[src/rtl/pwm_chan_pkg.sv]
package pwm_chan_pkg;
   localparam int unsigned NUM_SRC = 4;
   localparam int unsigned SRC_W   = $clog2(NUM_SRC);

   typedef enum logic [SRC_W-1:0] {
      SRC_A  = 2'd0,
      SRC_B  = 2'd1,
      SRC_SA = 2'd2,
      SRC_SB = 2'd3
   } pwm_src_e;

   typedef enum logic {
      DIR_UP   = 1'b0,
      DIR_DOWN = 1'b1
   } cnt_dir_e;
endpackage

[src/rtl/pwm_clk_sel.sv]
module pwm_clk_sel
   import pwm_chan_pkg::*;
(
   input  logic [NUM_SRC-1:0] tick_i,
   input  logic [SRC_W-1:0]   src_i,
   output logic               tick_o
);
   logic [NUM_SRC-1:0] hit;

   for (genvar g = 0; g < NUM_SRC; g++) begin : g_src
      assign hit[g] = tick_i[g] && (src_i == SRC_W'(g));
   end

   assign tick_o = |hit;
endmodule

[src/rtl/pwm_shadow.sv]
module pwm_shadow #(
   parameter int unsigned CNT_W     = 8,
   parameter bit          CENTER_EN = 1'b1
) (
   input  logic             clk,
   input  logic             rst_n,
   input  logic             en_i,
   input  logic             wrap_i,
   input  logic [CNT_W-1:0] per_i,
   input  logic [CNT_W-1:0] dty_i,
   input  logic             mode_i,
   output logic [CNT_W-1:0] per_o,
   output logic [CNT_W-1:0] dty_o,
   output logic             center_o
);
   logic load;
   assign load = !en_i || wrap_i;

   always_ff @(posedge clk or negedge rst_n) begin
      if (!rst_n) begin
         per_o <= '0;
         dty_o <= '0;
      end else if (load) begin
         per_o <= per_i;
         dty_o <= dty_i;
      end
   end

   if (CENTER_EN) begin : g_mode
      always_ff @(posedge clk or negedge rst_n) begin
         if (!rst_n)     center_o <= 1'b0;
         else if (!en_i) center_o <= mode_i;
      end
   end else begin : g_left_only
      assign center_o = 1'b0;
   end
endmodule

[src/rtl/pwm_cnt.sv]
module pwm_cnt
   import pwm_chan_pkg::*;
#(
   parameter int unsigned CNT_W = 8
) (
   input  logic             clk,
   input  logic             rst_n,
   input  logic             en_i,
   input  logic             run_i,
   input  logic             tick_i,
   input  logic             center_i,
   input  logic [CNT_W-1:0] per_i,
   output logic [CNT_W-1:0] cnt_o,
   output logic             wrap_o
);
   localparam logic [CNT_W-1:0] ONE = CNT_W'(1);

   cnt_dir_e         dir;
   logic             step;
   logic             at_top;
   logic             at_end;
   logic [CNT_W-1:0] top;

   assign top    = per_i - ONE;
   assign step   = en_i && run_i && tick_i;
   assign at_top = (cnt_o == top);
   assign at_end = (per_i == '0) ||
                   (center_i ? (dir == DIR_DOWN && cnt_o == '0) : at_top);
   assign wrap_o = step && at_end;

   always_ff @(posedge clk or negedge rst_n) begin
      if (!rst_n) begin
         cnt_o <= '0;
         dir   <= DIR_UP;
      end else if (!en_i) begin
         cnt_o <= '0;
         dir   <= DIR_UP;
      end else if (step) begin
         if (wrap_o) begin
            cnt_o <= '0;
            dir   <= DIR_UP;
         end else if (!center_i) begin
            cnt_o <= cnt_o + ONE;
         end else if (dir == DIR_UP) begin
            if (at_top) dir   <= DIR_DOWN;
            else        cnt_o <= cnt_o + ONE;
         end else begin
            cnt_o <= cnt_o - ONE;
         end
      end
   end
endmodule

[src/rtl/pwm_chan.sv]
module pwm_chan
   import pwm_chan_pkg::*;
#(
   parameter int unsigned CNT_W     = 8,
   parameter bit          CENTER_EN = 1'b1
) (
   input  logic               clk,
   input  logic               rst_n,
   input  logic [NUM_SRC-1:0] tick_i,
   input  logic [SRC_W-1:0]   src_i,
   input  logic               en_i,
   input  logic               pol_i,
   input  logic               mode_i,
   input  logic [CNT_W-1:0]   per_i,
   input  logic [CNT_W-1:0]   dty_i,
   output logic               pwm_o,
   output logic               center_o
);
   if (CNT_W < 2 || CNT_W > 16) begin : g_bad_width
      $error("pwm_chan: CNT_W must lie in 2..16");
   end

   logic             tick;
   logic             run_q;
   logic             wrap;
   logic [CNT_W-1:0] cnt;
   logic [CNT_W-1:0] act_per;
   logic [CNT_W-1:0] act_dty;
   logic             active;

   pwm_clk_sel u_sel (
      .tick_i (tick_i),
      .src_i  (src_i),
      .tick_o (tick)
   );

   pwm_shadow #(.CNT_W(CNT_W), .CENTER_EN(CENTER_EN)) u_shadow (
      .clk      (clk),
      .rst_n    (rst_n),
      .en_i     (en_i),
      .wrap_i   (wrap),
      .per_i    (per_i),
      .dty_i    (dty_i),
      .mode_i   (mode_i),
      .per_o    (act_per),
      .dty_o    (act_dty),
      .center_o (center_o)
   );

   pwm_cnt #(.CNT_W(CNT_W)) u_cnt (
      .clk      (clk),
      .rst_n    (rst_n),
      .en_i     (en_i),
      .run_i    (run_q),
      .tick_i   (tick),
      .center_i (center_o),
      .per_i    (act_per),
      .cnt_o    (cnt),
      .wrap_o   (wrap)
   );

   always_ff @(posedge clk or negedge rst_n) begin
      if (!rst_n) run_q <= 1'b0;
      else        run_q <= en_i;
   end

   assign active = run_q && (act_per != '0) && (cnt < act_dty);
   assign pwm_o  = active ? pol_i : ~pol_i;
endmodule

[config.mk]
export PLATFORM = sky130hd
export DESIGN_NAME = pwm_chan
export DESIGN_NICKNAME = d
export VERILOG_FILES = /design/src/rtl/pwm_chan_pkg.sv /design/src/rtl/pwm_clk_sel.sv /design/src/rtl/pwm_shadow.sv /design/src/rtl/pwm_cnt.sv /design/src/rtl/pwm_chan.sv
export SDC_FILE = /design/constraint.sdc
export NUM_CORES = 1
export LEC_CHECK = 0
export BUFFER_PORTS_ARGS = -buffer_cell sky130_fd_sc_hd__buf_2
export CAP_MARGIN = 20
export CORE_ASPECT_RATIO = 0.5
export CORE_MARGIN = 2
export CORE_UTILIZATION = 48
export CTS_CLUSTER_SIZE = 28
export DETAILED_ROUTE_END_ITERATION = 7
export PLACE_DENSITY = 0.69
export SYNTH_ARGS = -nofsm -noshare
export SYNTH_HDL_FRONTEND = slang
export SYNTH_SLANG_ARGS = --single-unit
[constraint.sdc]
create_clock -name clk -period 3.45 [get_ports clk]
set_input_delay 0.5175 -clock clk [delete_from_list [all_inputs] [get_ports clk]]
set_output_delay 0.5175 -clock clk [all_outputs]
set_load 0.01 [all_outputs]
==> results of run 1 <==
[worst max path at each step]
stage | startpoint | endpoint
3_3_place_gp | u_shadow.per_o[0]$_DFFE_PN0P_ | u_shadow.per_o[6]$_DFFE_PN0P_
4_1_cts | u_cnt.cnt_o[1]$_DFFE_PN0P_ | pwm_o
5_1_grt | u_cnt.cnt_o[1]$_DFFE_PN0P_ | pwm_o
3_5_place_dp | u_shadow.per_o[0]$_DFFE_PN0P_ | u_shadow.dty_o[4]$_DFFE_PN0P_
2_1_floorplan | u_shadow.per_o[0]$_DFFE_PN0P_ | u_shadow.dty_o[1]$_DFFE_PN0P_
6_report | u_cnt.cnt_o[1]$_DFFE_PN0P_ | pwm_o
[power groups by stage]
| stage | combinational (mW) | sequential (mW) | clock, mW |
|---|---|---|---|
| 2_1_floorplan | 0.318 | 0.439 | 0 |
| 3_3_place_gp | 0.377 | 0.474 | 0 |
| 3_5_place_dp | 0.392 | 0.477 | 0 |
| 4_1_cts | 0.396 | 0.471 | 0.204 |
| 5_1_grt | 0.451 | 0.485 | 0.222 |
| 6_report | 0.395 | 0.472 | 0.199 |
[worst max-delay path: stages, from the launching register on]
cell      delay (ps)
dfrtp_1          470
ha_1             330
a21o_1           150
a21o_1           170
a211oi_1         250
o21bai_1         180
a31oi_1          220
xnor2_1          140
buf_2            150
[cell type report]
class / instances / area [um2]
timing repair buffer: 30 / 155
clock buffer: 3 / 41.3
multi-input combinational: 147 / 1090
tap: 51 / 63.8
inverter: 19 / 71.3
clock inverter: 1 / 8.76
sequential: 27 / 676
fill: 318 / 1460
[flip-flops by register name (all words and copies together), names as in the netlist]
register and count:
u_shadow.dty_o 8, run_q 1, u_cnt.cnt_o 8, u_shadow.center_o 1, u_shadow.per_o 8, u_cnt.dir 1
[metal layers]
metal,track usage,wire length [um]
met1,0.265,1990
met2,0.335,1770
met3,0.0646,286
met4,0.0627,64
met5,0,0
[cells by family after synthesis]
kind of cell / after synthesis / share of synthesized area
buf+inv: 22 / 0.0492
simple gates: 64 / 0.181
mux: 18 / 0.115
compound gates: 43 / 0.165
fa+ha+maj: 11 / 0.0742
xor+xnor: 11 / 0.0519
flops: 27 / 0.364
[cell usage after synthesis, types with 2 or more instances]
cell type  instances  area (um2)
xor2_1             5        43.8
nand2_1           12        45.0
o31ai_1            3        22.5
a211oi_1           3        22.5
dfrtp_1           27         676
nor4_1             2        12.5
mux2_1            15         169
or3_1              2        12.5
ha_1              11         138
inv_1             19        71.3
nand2b_1           3        18.8
a2111oi_0          5        43.8
a21o_1             2        15.0
nor3_1             2        10.0
a21oi_1            8        40.0
o22ai_1            2        12.5
o21ai_0            8        40.0
mux2_2             2        22.5
and3_1             2        12.5
xnor2_1            6        52.6
nand3_1           13        65.1
nor2_1            13        48.8
nor2b_1            6        37.5
a31oi_1            3        18.8
[stage by stage]
step	utilization	instance area, um2	std cells
4_1_cts	0.590	2100	278
5_1_grt	0.590	2100	278
6_report	0.590	2100	278
3_3_place_gp	0.576	2050	274
3_5_place_dp	0.576	2050	274
2_1_floorplan	-	1860	196
==> results.md, run 1 <==
Drt:
- In the routed layout, each cell is associated on average with a via count of 5.70.
- The number of DRC markers in iteration 0 is 93.
- The vias after detailed routing is 1585.
- In the final routed layout, each cell accounts on average for 14.8 um.
- The sum of routed wire length over all layers is 4.11 mm.
- The first TritonRoute pass finished after 4 iterations.
- The detail route stage leaves a number of antenna-violating nets equal to 0.
- After detailed routing, the number of remaining DRC violations is 0.

Clock tree:
- After clock tree synthesis, the clock-pin slew on the worst setup and hold paths is 100 ps.
- The clock insertion delay at the later pin of the skew report is 290 ps.
- Clock tree synthesis inserted a total of 3 buffers.
- The number of sinks on the clock net is 27.
- Post-CTS timing repair inserted 0 buffers for setup.
- The number of cells upsized or downsized after cts is 0.
- The clock tree from TritonCTS is built.
- Buffers inserted to repair hold after CTS numbered 0.
- The count of H-tree levels built during CTS is 1.
- The longest clock path from root to sink contains 2 buffers.
- The CTS root buffer is clkbuf_8.

STA:
- The worst clock skew is 4.59 ps.
- In this run the tightest slew margin relative to its limit is 0.596.
- Setup repair after global routing left no endpoint under its margin.
- The share of the cycle needed by the critical path after routing is 0.833.
- In the final timing run, aggregate negative setup slack is 0 ps.
- Once routing completed, OpenROAD measured the worst setup slack at 575 ps.
- Across all hold checks on the routed design, the worst slack comes to 222 ps.
- The final count of hold timing violations came to 0.
- The slew at the pin closest to its max-slew limit is 605 ps.
- Static timing analysis puts the maximum clock frequency at 348 MHz.
- The worst path needs 2880 ps of the cycle, external delays included.
- The number of slew-limit violations in the final report is 0.
- The number of endpoints failing setup at the final stage is 0.

Floorplanning:
- The die covers 0.00441 mm2.
- The total area inside the core boundary comes to 0.00357 mm2.
- Row generation in the floorplan step produced 15 rows.
- The y dimension of the die is 48.0 um.
- During I/O placement, the number of pins put on the boundary was 29.
- Measured along the x axis, the die boundary spans 91.9 um.
- The starting density of the core is 0.520.

Final layout:
- The number of antenna repair diodes is 0.
- For this run, the post-layout net count is 266.
- The library cells used most frequently in the layout, excluding fill and tap cells, are buf_2, dfrtp_1, inv_1.
- The most common library cell in the layout ignoring fill and taps is buf_2.
- In the final layout, the share of cells above drive strength 1 is 0.181.
- The layout overhead on the synthesized area is 13.4%.

Synth:
- The share of the Yosys chip area taken by registers is 0.364.
- Counting flops with an async set or reset pin after synthesis yields a share of 1.00.
- Dividing the synthesized area by the synthesized cell count gives 9.47 um2.
- For this run, the leading register cell type out of synthesis is dfrtp_1.
- The distinct cell type count of the synthesized netlist is 46.
- The synthesized area is 0.00186 mm2.
- The number of nets in the synthesized netlist is 234.
- The number of enable flip-flop cells after synthesis is 0.
- The number of warnings reported in the yosys synthesis log is 0.
- The synthesized design contains 27 register bits.
- The cell count after synthesis is 196.

Worst setup path:
- The endpoint of the most critical register-to-register path is u_shadow.per_o[6]$_DFFE_PN0P_.
- The source of the worst register-to-register timing path is u_shadow.per_o[0]$_DFFE_PN0P_.
- The worst setup path is launched from a register.
- In this run the worst path has a maximum fanout of 7.
- The number of cells on the worst reg-to-reg path is 8.
- The setup slack on the worst flop-to-flop path is 770 ps.
- For the worst setup path, the data arrival time is 2360 ps.
- At the worst endpoint, the required time is 2930 ps.
- STA classifies the critical path endpoint as an output port.
- The type of the worst setup path is register to output port.

Power:
- The clock share of power is 0.187.
- IR analysis of the VDD net gives a maximum drop of 249 uV.
- The total design power is 1.07 mW.
- The internal portion of the total power is 0.644 mW.
- The proportion of total power due to net switching is 0.396.
- The switching power summed over all nets is 0.422 mW.
- The portion of total power attributed to sequential cells is 0.443.
- For this design the ratio of total power to cell area is 507 mW/mm2.
- In this run the static leakage power is 0.937 nW.
- Of the total power, combinational logic draws 0.370.

Global routing:
- The number of global-route vias before repair came to 1451.
- The number of antenna violations at the first check in global routing was 0.
- The first global-routing pass estimated 6.73 mm of wire.
- Summed over all layers, the global routing overflow is 0.
- The largest net degree at the start of global routing is 28.
- Across every metal layer, demand over resource in global routing totals 0.203.

Placement:
- The worst slack at placement is 767 ps.
- The estimated wirelength of the detail-placed design is 3.16 mm.
- At the end of routability-driven placement, the weighted congestion stood at 0.885.
- The number of port buffers is 28.

Flow run:
- The total of max-cap violations is 0.

Status:
- The run finished with clean final reports.

Min path:
- The worst hold path belongs to the class primary input to asynchronous set/reset pin.
Power figures use the tool's default switching activity.
==> run 2, diff against run 1 <==
--- a/config.mk
+++ b/config.mk
@@ -12,7 +12,7 @@
 export CORE_UTILIZATION = 48
 export CTS_CLUSTER_SIZE = 28
 export DETAILED_ROUTE_END_ITERATION = 7
-export PLACE_DENSITY = 0.69
+export PLACE_DENSITY = 0.72
 export SYNTH_ARGS = -nofsm -noshare
 export SYNTH_HDL_FRONTEND = slang
 export SYNTH_SLANG_ARGS = --single-unit
==> constraint.sdc (replaced) <==
create_clock -name clk -period 2.35 [get_ports clk]
set_input_delay 0.3525 -clock clk [delete_from_list [all_inputs] [get_ports clk]]
set_output_delay 0.3525 -clock clk [all_outputs]
set_load 0.01 [all_outputs]
==> run 2 against run 1 <==
Net effect:
- wire length up 26%
- total power increased by 86%
- sequential cell count stayed put
- sequential power grew 41%
- clock-buffer cell count unchanged
- first-iteration DRC count is 55% higher
- clock skew increased by 0.59 ps
- the run now ends with negative setup slack left
- combinational power grew to 2.6 times the previous value
- highest routed layer unchanged
- sequential share of layout area fell by 5.5 points
- non-clock buffer count rose by 28
==> results.md, run 2 (synthesized netlist as in run 1, its figures left out) <==
Status:
- The run finished, with violations left.
- The checks that failed: negative setup slack.

Flow run:
- Across the run, the number of max-cap violations was 0.

Power:
- The leakage component of the power is 1.16 nW.
- VDD sags by at most 351 uV.
- The power density over the cells is 780 mW/mm2.
- The total design power is 1.99 mW.

Global routing:
- The total overflow left after global routing is 0.
- The global routing usage summed across all routing layers is 0.220.
- The number of global-route vias before repair is 1613.
- Entering global routing, the biggest net connects 28 pins.
- The number of antenna violations at the first check in global routing was 0.
- The first global-routing pass estimated 7.37 mm of wire.

Final layout:
- In the layout the commonest cells are buf_2, buf_4, dfrtp_1.
- The library cell used most frequently in the layout, excluding fill and tap cells, is buf_2.
- The layout overhead on the synthesized area is 37.2%.
- Counting the fill cells in the layout gives 261.
- The final layout net count is 294.
- The number of antenna repair diodes is 0.
- The largest registers in the layout are u_cnt.cnt_o (8), u_shadow.dty_o (8), u_shadow.per_o (8).
- The share of layout cells above drive strength 1 is 0.420.

Worst setup path:
- The longest individual stage delay on the worst path is 440 ps.
- The critical path capture point type is a register.
- The number of cells on the worst reg-to-reg path is 9.
- The peak fanout along the critical path is 7.
- The source of the worst register-to-register timing path is u_cnt.cnt_o[2]$_DFFE_PN0P_.
- The critical path starts at u_cnt.cnt_o[2]$_DFFE_PN0P_.
- The type of the worst setup path is register to register.
- For the worst setup path, the data required time is 2520 ps.
- At the worst endpoint, the arrival time is 2620 ps.
- The signal on the critical path passes through buf_6 -> nor2b_1 -> or3_4 -> a31oi_4 -> and2_4 -> o211ai_2 -> a21oi_4 -> clkbuf_16 -> mux2_4.
- The count of buffering cells on the critical path with inverters included is 2.
- Setup slack on the worst reg-to-reg path comes out at -100 ps.
- STA classifies the critical path startpoint as a register.
- The cell at the slowest stage of the critical path is dfrtp_1.
- In this design, the largest share of critical-path delay is due to simple AND/OR/NAND/NOR gates.
- The endpoint identified for the worst register-to-register timing path is u_shadow.dty_o[3]$_DFFE_PN0P_.

Floorplanning:
- In this run the count of I/O pins placed on the die edge is 29.
- The y dimension of the die is 48.0 um.
- The total area inside the core boundary comes to 0.00357 mm2.
- The initialized floorplan defines 15 standard-cell rows.
- The floorplan step set the die width to 91.9 um.
- The starting density of the core is 0.520.
- The floorplan step defined a die boundary enclosing 0.00441 mm2.

STA:
- In this run the tightest slew margin relative to its limit is 0.581.
- The worst-case setup margin in the final layout is -97.7 ps.
- Setup repair after global routing could not meet its margin everywhere.
- The number of endpoints failing setup at the final stage is 19.
- The slew at the pin closest to its max-slew limit is 629 ps.
- Setup total negative slack on the finished layout was measured at -1290 ps.
- The final count of hold timing violations is 0.
- On the final layout, the worst clock skew is 5.18 ps.
- The number of slew-limit violations in the final report is 0.
- Dividing the final minimum period by the clock period gives 1.04.
- The minimum clock period after layout is 2450 ps.
- For this run, the top clock speed supported by timing is 409 MHz.

Clock tree:
- The clock insertion delay at the later pin of the skew report is 280 ps.
- Hold repair after CTS inserted 0 buffers.
- The number of sinks on the clock net is 27.
- CTS placed an instance of clkbuf_8 at the clock tree root.
- The clock tree from TritonCTS is built.
- After clock tree synthesis, the clock-pin slew on the worst setup and hold paths is 100 ps.
- The count of H-tree levels built during CTS is 1.
- The number of clock buffers inserted by TritonCTS is 3.
- The longest clock path from root to sink contains 2 buffers.

Drt:
- For this block, the initial DRC count from the detailed router was 144.
- The number of optimization iterations in the first detailed-route pass is 5.
- In the routed layout, each cell is associated on average with a via count of 5.95.
- The sum of routed wire length over all layers is 5.19 mm.
- The final route contains 1820 vias.
- For this run, design rule violations remaining after detail routing come to 0.
- Once detail routing completed, the nets flagged for antenna violations numbered 0.
- The per-cell routed wire length is 17.0 um.

Min path:
- The worst hold path class is primary input to asynchronous set/reset pin.

Placement:
- Detailed placement ended at an HPWL of 3.45 mm.
- Timing analysis after detailed placement gives a worst setup slack of -49.1 ps.
- The congestion estimate from routability-driven global placement came to 0.925.
- During placement, the flow inserted port buffers numbering 28.
## run 2: report_power, final
group	switching [mW]	leakage (nW)	internal (mW)	total, mW
logic	0.508	0.802	0.534	1.04
registers	0.109	0.328	0.555	0.664
clock network	0.160	0.0255	0.119	0.279
total	0.777	1.16	1.21	1.99
## run 2: metal layers
layer / share of wire / track usage
met1: 0.44 / 0.293
met2: 0.47 / 0.382
met3: 0.077 / 0.0457
met4: 0.013 / 0.0567
met5: 0 / 0
## run 2: what timing repair did
item,in CTS,in global routing
setup buffers,2,6
endpoints found under the setup margin,9,25
cloned,0,1
resized for setup,8,42
pin swaps,6,14
## run 2: final cells by class
cell class / instances / area, um2 / area share
multi-input combinational: 147 / 1280 / 0.504
sequential: 27 / 678 / 0.266
timing repair buffer: 58 / 403 / 0.158
inverter: 19 / 71.3 / 0.0280
tap: 51 / 63.8 / 0.0251
clock buffer: 3 / 41.3 / 0.0162
clock inverter: 1 / 5.00 / 0.00197
## run 2: how the worst max path moves through the flow
| stage | slack, ps | endpoint | cells after the start |
|---|---|---|---|
| floorplan | 10 | u_shadow.dty_o[1]$_DFFE_PN0P_ | 9 |
| global placement | 3 | u_cnt.cnt_o[0]$_DFFE_PN0P_ | 8 |
| detailed placement | -50 | u_cnt.cnt_o[6]$_DFFE_PN0P_ | 8 |
| CTS | -30 | pwm_o | 9 |
| global route | -170 | u_shadow.per_o[0]$_DFFE_PN0P_ | 9 |
| finish | -100 | u_shadow.dty_o[3]$_DFFE_PN0P_ | 9 |
## run 2: worst reg2reg max path, cell delays in order, from the launching register on
cell and delay, ps:
dfrtp_1 440, buf_6 140, nor2b_1 120, or3_4 390, a31oi_4 180, and2_4 170
o211ai_2 110, a21oi_4 270, clkbuf_16 220, mux2_4 300
## run 2: through the flow
stage	instance area, um2	utilization	hold slack [ps]	instances
final	2550	0.714	79.7	306
after global placement	2220	0.622	394	294
after global routing	2550	0.714	122	306
after CTS	2310	0.649	96.5	299
after floorplan	1860	-	56.9	196
after detailed placement	2220	0.622	402	294
